===== src/rtl/tmr_pkg.sv =====
package tmr_pkg;
  localparam int NUM_CH = 2;
  localparam int SEL_LSB = 4;
  localparam int FLAG_BIT = 0;
  localparam logic [1:0] ADDR_OPT = 2'd0;
  localparam logic [1:0] ADDR_CH0 = 2'd1;
  localparam logic [1:0] MODE_FREE = 2'd0;
  localparam logic [1:0] MODE_PULSE = 2'd1;

  typedef struct packed {
    logic [NUM_CH-1:0] capMode;
    logic [NUM_CH-1:0] chanWr;
  } tmrStrobe_t;
endpackage


===== src/rtl/tmr_ctrl.sv =====
module tmr_ctrl
  import tmr_pkg::*;
(
  input  logic              clk,
  input  logic              rstN,
  input  logic              countEn,
  input  logic [1:0]        modeSel,
  input  logic              busWe,
  input  logic              busBitMode,
  input  logic [1:0]        busAddr,
  input  logic [2:0]        busBitIdx,
  input  logic [7:0]        busWbyte,
  input  logic              wrap,
  output logic [7:0]        optReg,
  output logic              ovfFlag,
  output logic              ovfIrq,
  output tmrStrobe_t        strobe
);
  logic [NUM_CH-1:0] selQ;
  logic [NUM_CH-1:0] selD;
  logic flagQ;
  logic irqQ;
  logic clrReq;
  logic ovfEvent;
  logic optHit;
  logic modeCounts;

  assign optHit = busWe && (busAddr == ADDR_OPT);
  assign modeCounts = (modeSel == MODE_FREE) || (modeSel == MODE_PULSE);
  assign ovfEvent = wrap && modeCounts;

  always_comb begin
    clrReq = 1'b0;
    if (optHit) begin
      if (busBitMode) clrReq = (busBitIdx == 3'(FLAG_BIT)) && !busWbyte[0];
      else            clrReq = !busWbyte[FLAG_BIT];
    end
  end

  for (genvar ch = 0; ch < NUM_CH; ch++) begin : g_sel
    logic reqHit;
    logic reqVal;
    always_comb begin
      reqHit = 1'b0;
      reqVal = selQ[ch];
      if (optHit) begin
        if (busBitMode) begin
          reqHit = (busBitIdx == 3'(SEL_LSB + ch));
          reqVal = busWbyte[0];
        end else begin
          reqHit = 1'b1;
          reqVal = busWbyte[SEL_LSB + ch];
        end
      end
      selD[ch] = (reqHit && (!countEn || reqVal == selQ[ch])) ? reqVal : selQ[ch];
    end
    assign strobe.capMode[ch] = selQ[ch] && (modeSel == MODE_FREE);
    assign strobe.chanWr[ch] = busWe && !busBitMode && (busAddr == ADDR_CH0 + 2'(ch));
  end

  always_ff @(posedge clk or negedge rstN) begin
    if (!rstN) begin
      selQ  <= '0;
      flagQ <= 1'b0;
      irqQ  <= 1'b0;
    end else begin
      selQ <= selD;
      irqQ <= ovfEvent;
      if (!countEn)      flagQ <= 1'b0;
      else if (ovfEvent) flagQ <= 1'b1;
      else if (clrReq)   flagQ <= 1'b0;
    end
  end

  always_comb begin
    optReg = '0;
    optReg[FLAG_BIT] = flagQ;
    optReg[SEL_LSB +: NUM_CH] = selQ;
  end

  assign ovfFlag = flagQ;
  assign ovfIrq  = irqQ;
endmodule


===== src/rtl/tmr_datapath.sv =====
module tmr_datapath
  import tmr_pkg::*;
#(
  parameter int CNT_W = 16
) (
  input  logic                          clk,
  input  logic                          rstN,
  input  logic                          countEn,
  input  logic [NUM_CH-1:0]             capIn,
  input  logic [CNT_W-1:0]              busWdata,
  input  tmrStrobe_t                    strobe,
  output logic                          wrap,
  output logic [NUM_CH-1:0][CNT_W-1:0]  chanVal,
  output logic [NUM_CH-1:0]             matchPulse
);
  localparam logic [CNT_W-1:0] CNT_MAX = '1;

  logic [CNT_W-1:0] cnt;

  assign wrap = countEn && (cnt == CNT_MAX);

  always_ff @(posedge clk or negedge rstN) begin
    if (!rstN)        cnt <= '0;
    else if (countEn) cnt <= cnt + 1'b1;
    else              cnt <= '0;
  end

  for (genvar ch = 0; ch < NUM_CH; ch++) begin : g_chan
    logic capPrev;
    logic capRise;
    logic [CNT_W-1:0] chanQ;
    logic matchQ;

    assign capRise = capIn[ch] && !capPrev;

    always_ff @(posedge clk or negedge rstN) begin
      if (!rstN) begin
        capPrev <= 1'b0;
        chanQ   <= '0;
        matchQ  <= 1'b0;
      end else begin
        capPrev <= capIn[ch];
        matchQ  <= !strobe.capMode[ch] && countEn && (cnt == chanQ);
        if (strobe.capMode[ch]) begin
          if (capRise) chanQ <= cnt;
        end else if (strobe.chanWr[ch]) begin
          chanQ <= busWdata;
        end
      end
    end

    assign chanVal[ch] = chanQ;
    assign matchPulse[ch] = matchQ;
  end
endmodule


===== src/rtl/ovf_timer.sv =====
module ovf_timer
  import tmr_pkg::*;
#(
  parameter int CNT_W = 16
) (
  input  logic             clk,
  input  logic             rstN,
  input  logic             countEn,
  input  logic [1:0]       modeSel,
  input  logic [1:0]       capIn,
  input  logic             busWe,
  input  logic             busBitMode,
  input  logic [1:0]       busAddr,
  input  logic [2:0]       busBitIdx,
  input  logic [CNT_W-1:0] busWdata,
  output logic [CNT_W-1:0] busRdata,
  output logic [CNT_W-1:0] chan0,
  output logic [CNT_W-1:0] chan1,
  output logic             ovfFlag,
  output logic             ovfIrq,
  output logic [1:0]       matchPulse
);
  tmrStrobe_t strobe;
  logic wrap;
  logic [7:0] optReg;
  logic [NUM_CH-1:0][CNT_W-1:0] chanVal;
  logic [NUM_CH-1:0] selBits;

  tmr_ctrl u_ctrl (
    .clk(clk), .rstN(rstN), .countEn(countEn), .modeSel(modeSel),
    .busWe(busWe), .busBitMode(busBitMode), .busAddr(busAddr),
    .busBitIdx(busBitIdx), .busWbyte(busWdata[7:0]), .wrap(wrap),
    .optReg(optReg), .ovfFlag(ovfFlag), .ovfIrq(ovfIrq), .strobe(strobe)
  );

  tmr_datapath #(.CNT_W(CNT_W)) u_dp (
    .clk(clk), .rstN(rstN), .countEn(countEn), .capIn(capIn),
    .busWdata(busWdata), .strobe(strobe), .wrap(wrap),
    .chanVal(chanVal), .matchPulse(matchPulse)
  );

  assign selBits = optReg[SEL_LSB +: NUM_CH];
  assign chan0 = chanVal[0];
  assign chan1 = chanVal[1];

  always_comb begin
    case (busAddr)
      ADDR_OPT:       busRdata = CNT_W'(optReg);
      ADDR_CH0:       busRdata = chanVal[0];
      ADDR_CH0 + 2'd1: busRdata = chanVal[1];
      default:        busRdata = '0;
    endcase
  end
endmodule


===== config.mk =====
export PLATFORM = sky130hd
export DESIGN_NAME = ovf_timer
export DESIGN_NICKNAME = d
export VERILOG_FILES = /design/src/rtl/tmr_pkg.sv /design/src/rtl/tmr_ctrl.sv /design/src/rtl/tmr_datapath.sv /design/src/rtl/ovf_timer.sv
export SDC_FILE = /design/constraint.sdc
export NUM_CORES = 1
export LEC_CHECK = 0
export ABC_CLOCK_PERIOD_IN_PS = 2180
export CORE_MARGIN = 2
export CORE_UTILIZATION = 51
export DETAILED_ROUTE_END_ITERATION = 16
export PLACE_DENSITY = 0.93
export SLEW_MARGIN = 20
export SYNTH_ARGS = -nofsm -noshare
export SYNTH_HDL_FRONTEND = slang
export SYNTH_HIERARCHICAL = 1
export SYNTH_SLANG_ARGS = --single-unit

===== constraint.sdc =====
create_clock -name clk -period 2.18 [get_ports clk]
set_input_delay 0.218 -clock clk [delete_from_list [all_inputs] [get_ports clk]]
set_output_delay 0.218 -clock clk [all_outputs]
set_load 0.005 [all_outputs]

* After elaboration in Yosys (flattened, before gate mapping)
Index checks and enable logic that the tools add are counted.
** Storage, ports and cells
- Bits in registers :: 56
- Input port bits :: 30
** Cells by class
- Muxes and demuxes :: 21
- Add/sub/neg operators :: 1
- Eq/ne operators :: 13
- Reductions and logical operators :: 34
** Operators with widths (count)
- $mux W16 :: 7
- $pmux W16 S3 :: 1
- $eq A16 B16 Y1 :: 2
- $logic_and A1 B1 Y1 :: 17
- $add A16 B1 Y16 const B :: 1
- $eq A16 B16 Y1 const B :: 1
- $mux W1 :: 13
- $logic_not A1 Y1 :: 7
- $eq A3 B3 Y1 const B :: 2
- $eq A2 B1 Y1 const B :: 2
- $logic_not A2 Y1 :: 2
- $ne A2 B2 Y1 const B :: 2
- $reduce_and A2 Y1 :: 2
- $reduce_bool A2 Y1 :: 2
- $logic_not A3 Y1 :: 1
- $logic_or A1 B1 Y1 :: 3
- $ne A3 B1 Y1 const B :: 1
- $eq A1 B1 Y1 :: 2
- $eq A2 B2 Y1 const B :: 1

* Depth between registers and ports, before layout
- Word-level depth :: 7
- Gate-level depth with buffers :: 7
- Mapped depth without buffers :: 7

* Hierarchy
Netlist, hierarchy kept.
** By module, submodules not included
- tmr_datapath :: cells an instance 284, instances 1, area an instance 2949.1 µm²
- tmr_ctrl :: cells an instance 36, instances 1, area an instance 352.8 µm²
- ovf_timer :: cells an instance 31, instances 1, area an instance 316.6 µm²

* Worst setup path before layout
Ideal clock, no wire load.
- Path type :: flip-flop to flip-flop
- From :: reg u_dp.cnt[1]
- To :: reg u_ctrl.flagQ (netlist: u_ctrl/ovfFlag)
- Slack :: 0.496 ns
- Period minus slack after synthesis :: 1.684 ns
- Path buffers :: 0
- Cell stages (with the launch flop) :: 8
- Data arrival time :: 1.601 ns
- Cell sequence :: dfrtp_1 ha_1 nand4_4 nor4_4 and4_1 nor2b_1 nand2_1 o21ai_0
** On the way
- Cells in the longest elaborated chain, start to end :: 5
- Elaborated cells between the ends (all ways) :: 6
- Those cells by class :: eq/ne: 2; mux: 2; reduce/logical: 2
** RTL lines
- start: declaration :: line tmr_datapath.sv:18 : logic [CNT_W-1:0] cnt;
- start signal: assignment :: line tmr_datapath.sv:24 : else if (countEn) cnt <= cnt + 1'b1;
- $eq A16 B16 Y1 (*) :: line tmr_datapath.sv:20 : assign wrap = countEn && (cnt == CNT_MAX);
- $logic_and A1 B1 Y1 (*) :: line tmr_datapath.sv:20
- net wrap :: line ovf_timer.sv:24 : logic wrap;
- $logic_and A1 B1 Y1 (*) :: line tmr_ctrl.sv:30 : assign ovfEvent = wrap && modeCounts;
- net u_ctrl.ovfEvent :: line tmr_ctrl.sv:24 : logic ovfEvent;
- $mux W1 :: line tmr_ctrl.sv:70 : else if (ovfEvent) flagQ <= 1'b1;
- $mux W1 :: line tmr_ctrl.sv:69 : if (!countEn) flagQ <= 1'b0;
- end signal: assignment :: line tmr_ctrl.sv:69
- end signal: assignment :: line tmr_ctrl.sv:70
- end signal: assignment :: line tmr_ctrl.sv:71 : else if (clrReq) flagQ <= 1'b0;
- end: declaration :: line tmr_ctrl.sv:21 : logic flagQ;
Mark *: on every way through the listed nets, which the timed path passes. The rest lies on a longest branch.
A chain may end at the register's enable or synchronous reset.

* Worst setup path after layout
- From :: in busAddr[0]
- To :: out busRdata[10]
** On the way
- Cells in the longest elaborated chain, start to end :: 2
- Elaborated cells between the ends (all ways) :: 4
- Those cells by class :: eq/ne: 2; mux: 1; reduce/logical: 1
** RTL lines
- start: declaration :: line ovf_timer.sv:13 : input logic [1:0] busAddr,
- $eq A2 B2 Y1 (tied with other cells) :: line ovf_timer.sv:47 : case (busAddr)
- $pmux W16 S3 (*) :: line ovf_timer.sv:47
- end: declaration :: line ovf_timer.sv:16 : output logic [CNT_W-1:0] busRdata,
Every way passes the cells marked *; elsewhere a longest branch is shown, timed or not.

==> out/qor.log <==
[pwr] post-layout total power 2.943 mW
[die] Vert. Die Dim 88.23 µm
[pwr] Internal Power 1.983 mW
[timing] final-report setup violation count 0
[routing] total wirelength of the detailed-routed design 9.962 mm
[pwr] Worst VDD drop 0.3231 mV
[clock_tree] TritonCTS clock tree built
[routing] total vias in the final route 3102
[worst_setup_path] CP max-delay cell sky130_fd_sc_hd__clkdlybuf4s50_1
[clock_tree] clock network latency to the later pin of the worst-skew pair 0.33 ns
[timing] actual transition at the worst max-transition pin 0.5390 ns
[finish] Layout Cells excl Fill 522
[synth] fraction of the mapped netlist area in simple logic gates 0.1850
[placement] total placed cells including tap cells 513
[synth] leading area contributor after synthesis sky130_fd_sc_hd__dfrtp_1
[grt] global-route wire length before repair 15.50 mm
[synth] Synth Area in Adders 0.003458
[placement] Port Buf Inserts 81
[pwr] leakage power figure 1.907 nW
[worst_setup_path] category of the most critical setup path input port to primary output
[routing] routed length per placed instance 19.08 µm
[die] number of ports placed on the die boundary 82
[synth] Yosys warnings 6
[grt] number of global-route vias before repair 3050
[worst_setup_path] buffering stage count on the worst path with inverters included 3
[routing] Remaining DRCs 0
[timing] worst slew slack as a fraction of its limit 0.6399
[timing] total count of hold-check failures in the final report 0
[grt] met3 usage in global routing 0.04851
[synth] sequential fraction of the synthesis area 0.3873
[worst_setup_path] Critical Path AT 1.81 ns
[hold_path] Worst Hold Path Cells 1
[grt] GRT busiest layer met2
[synth] XOR/XNOR Fraction of Synth Area 0.1017
[worst_setup_path] required time at the endpoint of the critical path 1.96 ns
[worst_setup_path] worst-case reg-to-reg path depth 6
[synth] top post-synthesis cells by count sky130_fd_sc_hd__dfrtp_1 (56), sky130_fd_sc_hd__mux2i_1 (42), sky130_fd_sc_hd__xor2_1 (36)
[routing] remaining number of nets flagged by the antenna check after routing 0
[worst_setup_path] critical path cell sequence clkdlybuf4s50_1 > buf_4 > nor2b_4 > a22o_1 > clkdlybuf4s50_1
[worst_setup_path] largest delay contributor family on the critical path buffers and inverters
[timing] f_max 492.1 MHz
[timing] Min Hold Slack 0.3558 ns
[clock_tree] buffer cell driving the clock tree root sky130_fd_sc_hd__clkbuf_8
[worst_setup_path] Slowest Stage Delay on Critical Path 0.50 ns
[synth] EDFF count, synth 0
[synth] Synth top area share 0.3873
[pwr] clock network fraction of design power 0.205
[die] Initial Utilization 0.5297
[synth] number of instances in the synthesized netlist 351
[outcome] run status completed
[synth] cell with the most instances after synthesis sky130_fd_sc_hd__dfrtp_1
[finish] Sequential cell area 1401 µm²
[worst_setup_path] crit path launch type input port
[hold_path] worst hold start capIn[0]
[timing] number of slew-limit violations in the final report 0
[grt] antenna violations before repair 0
[placement] worst slack after detailed placement 0.08520 ns
[synth] dominant combinational cell family by area after synthesis simple AND/OR/NAND/NOR gates
[worst_setup_path] maximum fanout count along the critical path 9
[finish] Antenna diodes 0
[placement] sum of net half-perimeters after detailed placement 7.070 mm
[timing] total negative slack 0 ns
[timing] clk_skew 0.01596 ns
[timing] RSZ-0062 raised after global routing no
[pwr] Psw 0.9597 mW
[finish] layout cell share with drive strength beyond 1 0.1197
[grt] global routing usage summed across all routing layers 0.2611
[synth] post-synthesis compound-gate area fraction 0.1196
[finish] area used by multi-input combinational logic 1932 µm²
[clock_tree] Max Root-Sink Buffers 2
[synth] multiplexer fraction of the synthesized cell area 0.1162
[grt] largest net degree at the start of global routing 57
[pwr] Cell Pwr Density 643.2 nW/µm²
[timing] Tcrit/Tclk final 0.9321
[grt] GRT met2 Usage 0.4443
[job] number of max-cap violations 0
[worst_setup_path] RR Endpoint u_ctrl/ovfFlag
[clock_tree] number of buffers inserted during clock tree synthesis 5
[synth] area of the mapped netlist 3618 µm²
[grt] GR Util met1 0.3297
[synth] dominant cells by area after synthesis sky130_fd_sc_hd__dfrtp_1 (39%), sky130_fd_sc_hd__mux2i_1 (12%), sky130_fd_sc_hd__xor2_1 (8.7%), sky130_fd_sc_hd__a21oi_1 (4.6%), sky130_fd_sc_hd__nor2_1 (3.4%)
[placement] final weighted congestion of routability-driven global placement 0.8822
[die] Die Outline Area 7785 µm²
[pwr] combinational power share 0.324
[clock_tree] sink count of the clock tree 56
[hold_path] class of the most critical hold timing path input port to flop
[clock_tree] Clock H-tree levels 2
[clock_tree] CTS clk-pin slew, worst paths 0.11 ns
[synth] predominant post-synthesis flop cell sky130_fd_sc_hd__dfrtp_1
[finish] Final nets 456
[pwr] Switching Fraction 0.3261
[die] Die X-Extent 88.23 µm
[pwr] Flop pwr share 0.471
[routing] detail-routed via count per cell 5.943
[worst_setup_path] worst reg2reg path startpoint u_dp/cnt[3]
[synth] register bit total from synthesis 56
[finish] area growth from synthesis to final layout 26.45%
[timing] minimum clock period after layout 2.032 ns
[synth] Avg Synthesized Cell Area 10.31 µm²
[finish] final-layout fill cell count 495
[worst_setup_path] Worst Setup End Kind primary output
[grt] gr ovfl total 0
[die] core area 6832 µm²
[synth] proportion of synthesized flip-flops having asynchronous set or reset 1.000
[routing] drt initial violations 373
[worst_setup_path] flop2flop setup slack 0.26 ns
[synth] count of distinct cell types in the synthesized netlist 54
[routing] first-pass iteration count of the detailed router 4
[die] Core Rows 30
[timing] smallest setup slack after layout 0.1480 ns
[worst_setup_path] CP dominant cell by count sky130_fd_sc_hd__clkdlybuf4s50_1
[hold_path] Worst Hold Endpoint u_dp/g_chan[0].capPrev
-- layer usage --
layer,vias up,share of wire,wire length (µm)
met4,0,0.028,279
met1,1531,0.39,3931
met5,-,0,0
li1,1371,-,-
met2,168,0.51,5049
met3,32,0.070,701
-- layout make-up --
cell class / count / share of cell area
Clock inverter: 3 / 0.005469
Timing Repair Buffer: 103 / 0.2215
Multi-Input combinational cell: 255 / 0.4222
Inverter: 4 / 0.003281
Clock buffer: 5 / 0.01504
Tap cell: 96 / 0.02625
Sequential cell: 56 / 0.3063
-- worst register-to-register path, stage by stage, from the launching register on --
cell and delay [ns]:
sky130_fd_sc_hd__dfrtp_1 0.60, sky130_fd_sc_hd__nand4_4 0.22, sky130_fd_sc_hd__nor4_4 0.37, sky130_fd_sc_hd__and4_1 0.25, sky130_fd_sc_hd__nor2b_1 0.23, sky130_fd_sc_hd__nand2_1 0.07
sky130_fd_sc_hd__o21ai_0 0.10
-- per-stage QoR --
step	util	area, µm²
finish	0.6698	4576
global route	0.6698	4576
CTS	0.6694	4573
detailed placement	0.6542	4469
global placement	0.6542	4469
floorplan	-	3633
-- kinds of logic after synthesis --
group / Yosys count
AOI/OAI and AO/OA: 62
adders and majority gates: 1
other: 1
and+or+nand+nor: 103
buffers and inverters: 44
muxes: 42
xor gates and xnor gates: 42
DFF: 56
-- layout by cell type, fill, tap and decap left out, types with 2 or more instances in the layout --
cell type / netlist / layout
sky130_fd_sc_hd__a21oi_1: 33 / 33
sky130_fd_sc_hd__a22o_1: 8 / 8
sky130_fd_sc_hd__and2_1: 13 / 13
sky130_fd_sc_hd__buf_12: 1 / 3
sky130_fd_sc_hd__buf_4: 15 / 18
sky130_fd_sc_hd__clkbuf_8: 0 / 5
sky130_fd_sc_hd__clkdlybuf4s50_1: 0 / 79
sky130_fd_sc_hd__conb_1: 1 / 5
sky130_fd_sc_hd__dfrtp_1: 56 / 56
sky130_fd_sc_hd__inv_1: 4 / 4
sky130_fd_sc_hd__inv_6: 0 / 2
sky130_fd_sc_hd__mux2i_1: 42 / 42
sky130_fd_sc_hd__nand2_1: 7 / 7
sky130_fd_sc_hd__nand2b_1: 3 / 3
sky130_fd_sc_hd__nand3_1: 4 / 4
sky130_fd_sc_hd__nand4_1: 4 / 4
sky130_fd_sc_hd__nand4_4: 2 / 2
sky130_fd_sc_hd__nor2_1: 33 / 33
sky130_fd_sc_hd__nor2b_1: 3 / 3
sky130_fd_sc_hd__nor2b_4: 2 / 2
sky130_fd_sc_hd__nor3_1: 2 / 2
sky130_fd_sc_hd__nor3b_1: 7 / 5
sky130_fd_sc_hd__nor3b_2: 0 / 2
sky130_fd_sc_hd__nor4_1: 7 / 7
sky130_fd_sc_hd__o21ai_0: 2 / 2
sky130_fd_sc_hd__o22ai_2: 2 / 2
sky130_fd_sc_hd__o2bb2ai_1: 8 / 8
sky130_fd_sc_hd__or2_2: 2 / 2
sky130_fd_sc_hd__or3_1: 2 / 2
sky130_fd_sc_hd__xnor2_1: 6 / 6
sky130_fd_sc_hd__xor2_1: 36 / 36
-- power groups by stage --
stage / Sequential (mW) / Combinational, mW / Clock, mW
finish: 1.39 / 0.952 / 0.604
global route: 1.41 / 1.02 / 0.656
CTS: 1.38 / 0.947 / 0.617
detailed placement: 1.40 / 0.933 / 0
global placement: 1.39 / 0.895 / 0
floorplan: 1.37 / 0.375 / 0
-- worst max path at each step --
stage | startpoint | to | slack [ns] | cells past startpoint
final | busAddr[0] | busRdata[10] | 0.15 | 5
after global routing | busAddr[0] | busRdata[12] | 0.09 | 5
after CTS | busAddr[1] | busRdata[6] | 0.04 | 5
after detailed placement | busAddr[1] | busRdata[10] | 0.09 | 4
after global placement | busAddr[1] | busRdata[6] | 0.11 | 5
after floorplan | u_dp/cnt[1] | u_ctrl/ovfFlag | 0.50 | 7
-- registers in the layout, indices dropped and copies added, names as in the netlist --
register and cells:
u_dp/g_chan.chanQ 32, u_ctrl/ovfIrq 1, u_dp/g_chan.matchQ 2, u_dp/cnt 16
u_dp/g_chan.capPrev 2, u_ctrl/ovfFlag 1, u_ctrl/selQ 2
-- timing repair --
item,CTS,global route
buffers inserted,0,0
hold buffers,1,0
setup endpoints to repair,0,1
hold endpoints to repair,56,0
gates resized for setup,0,1
Note: power is estimated with default switching activity, not from simulation.
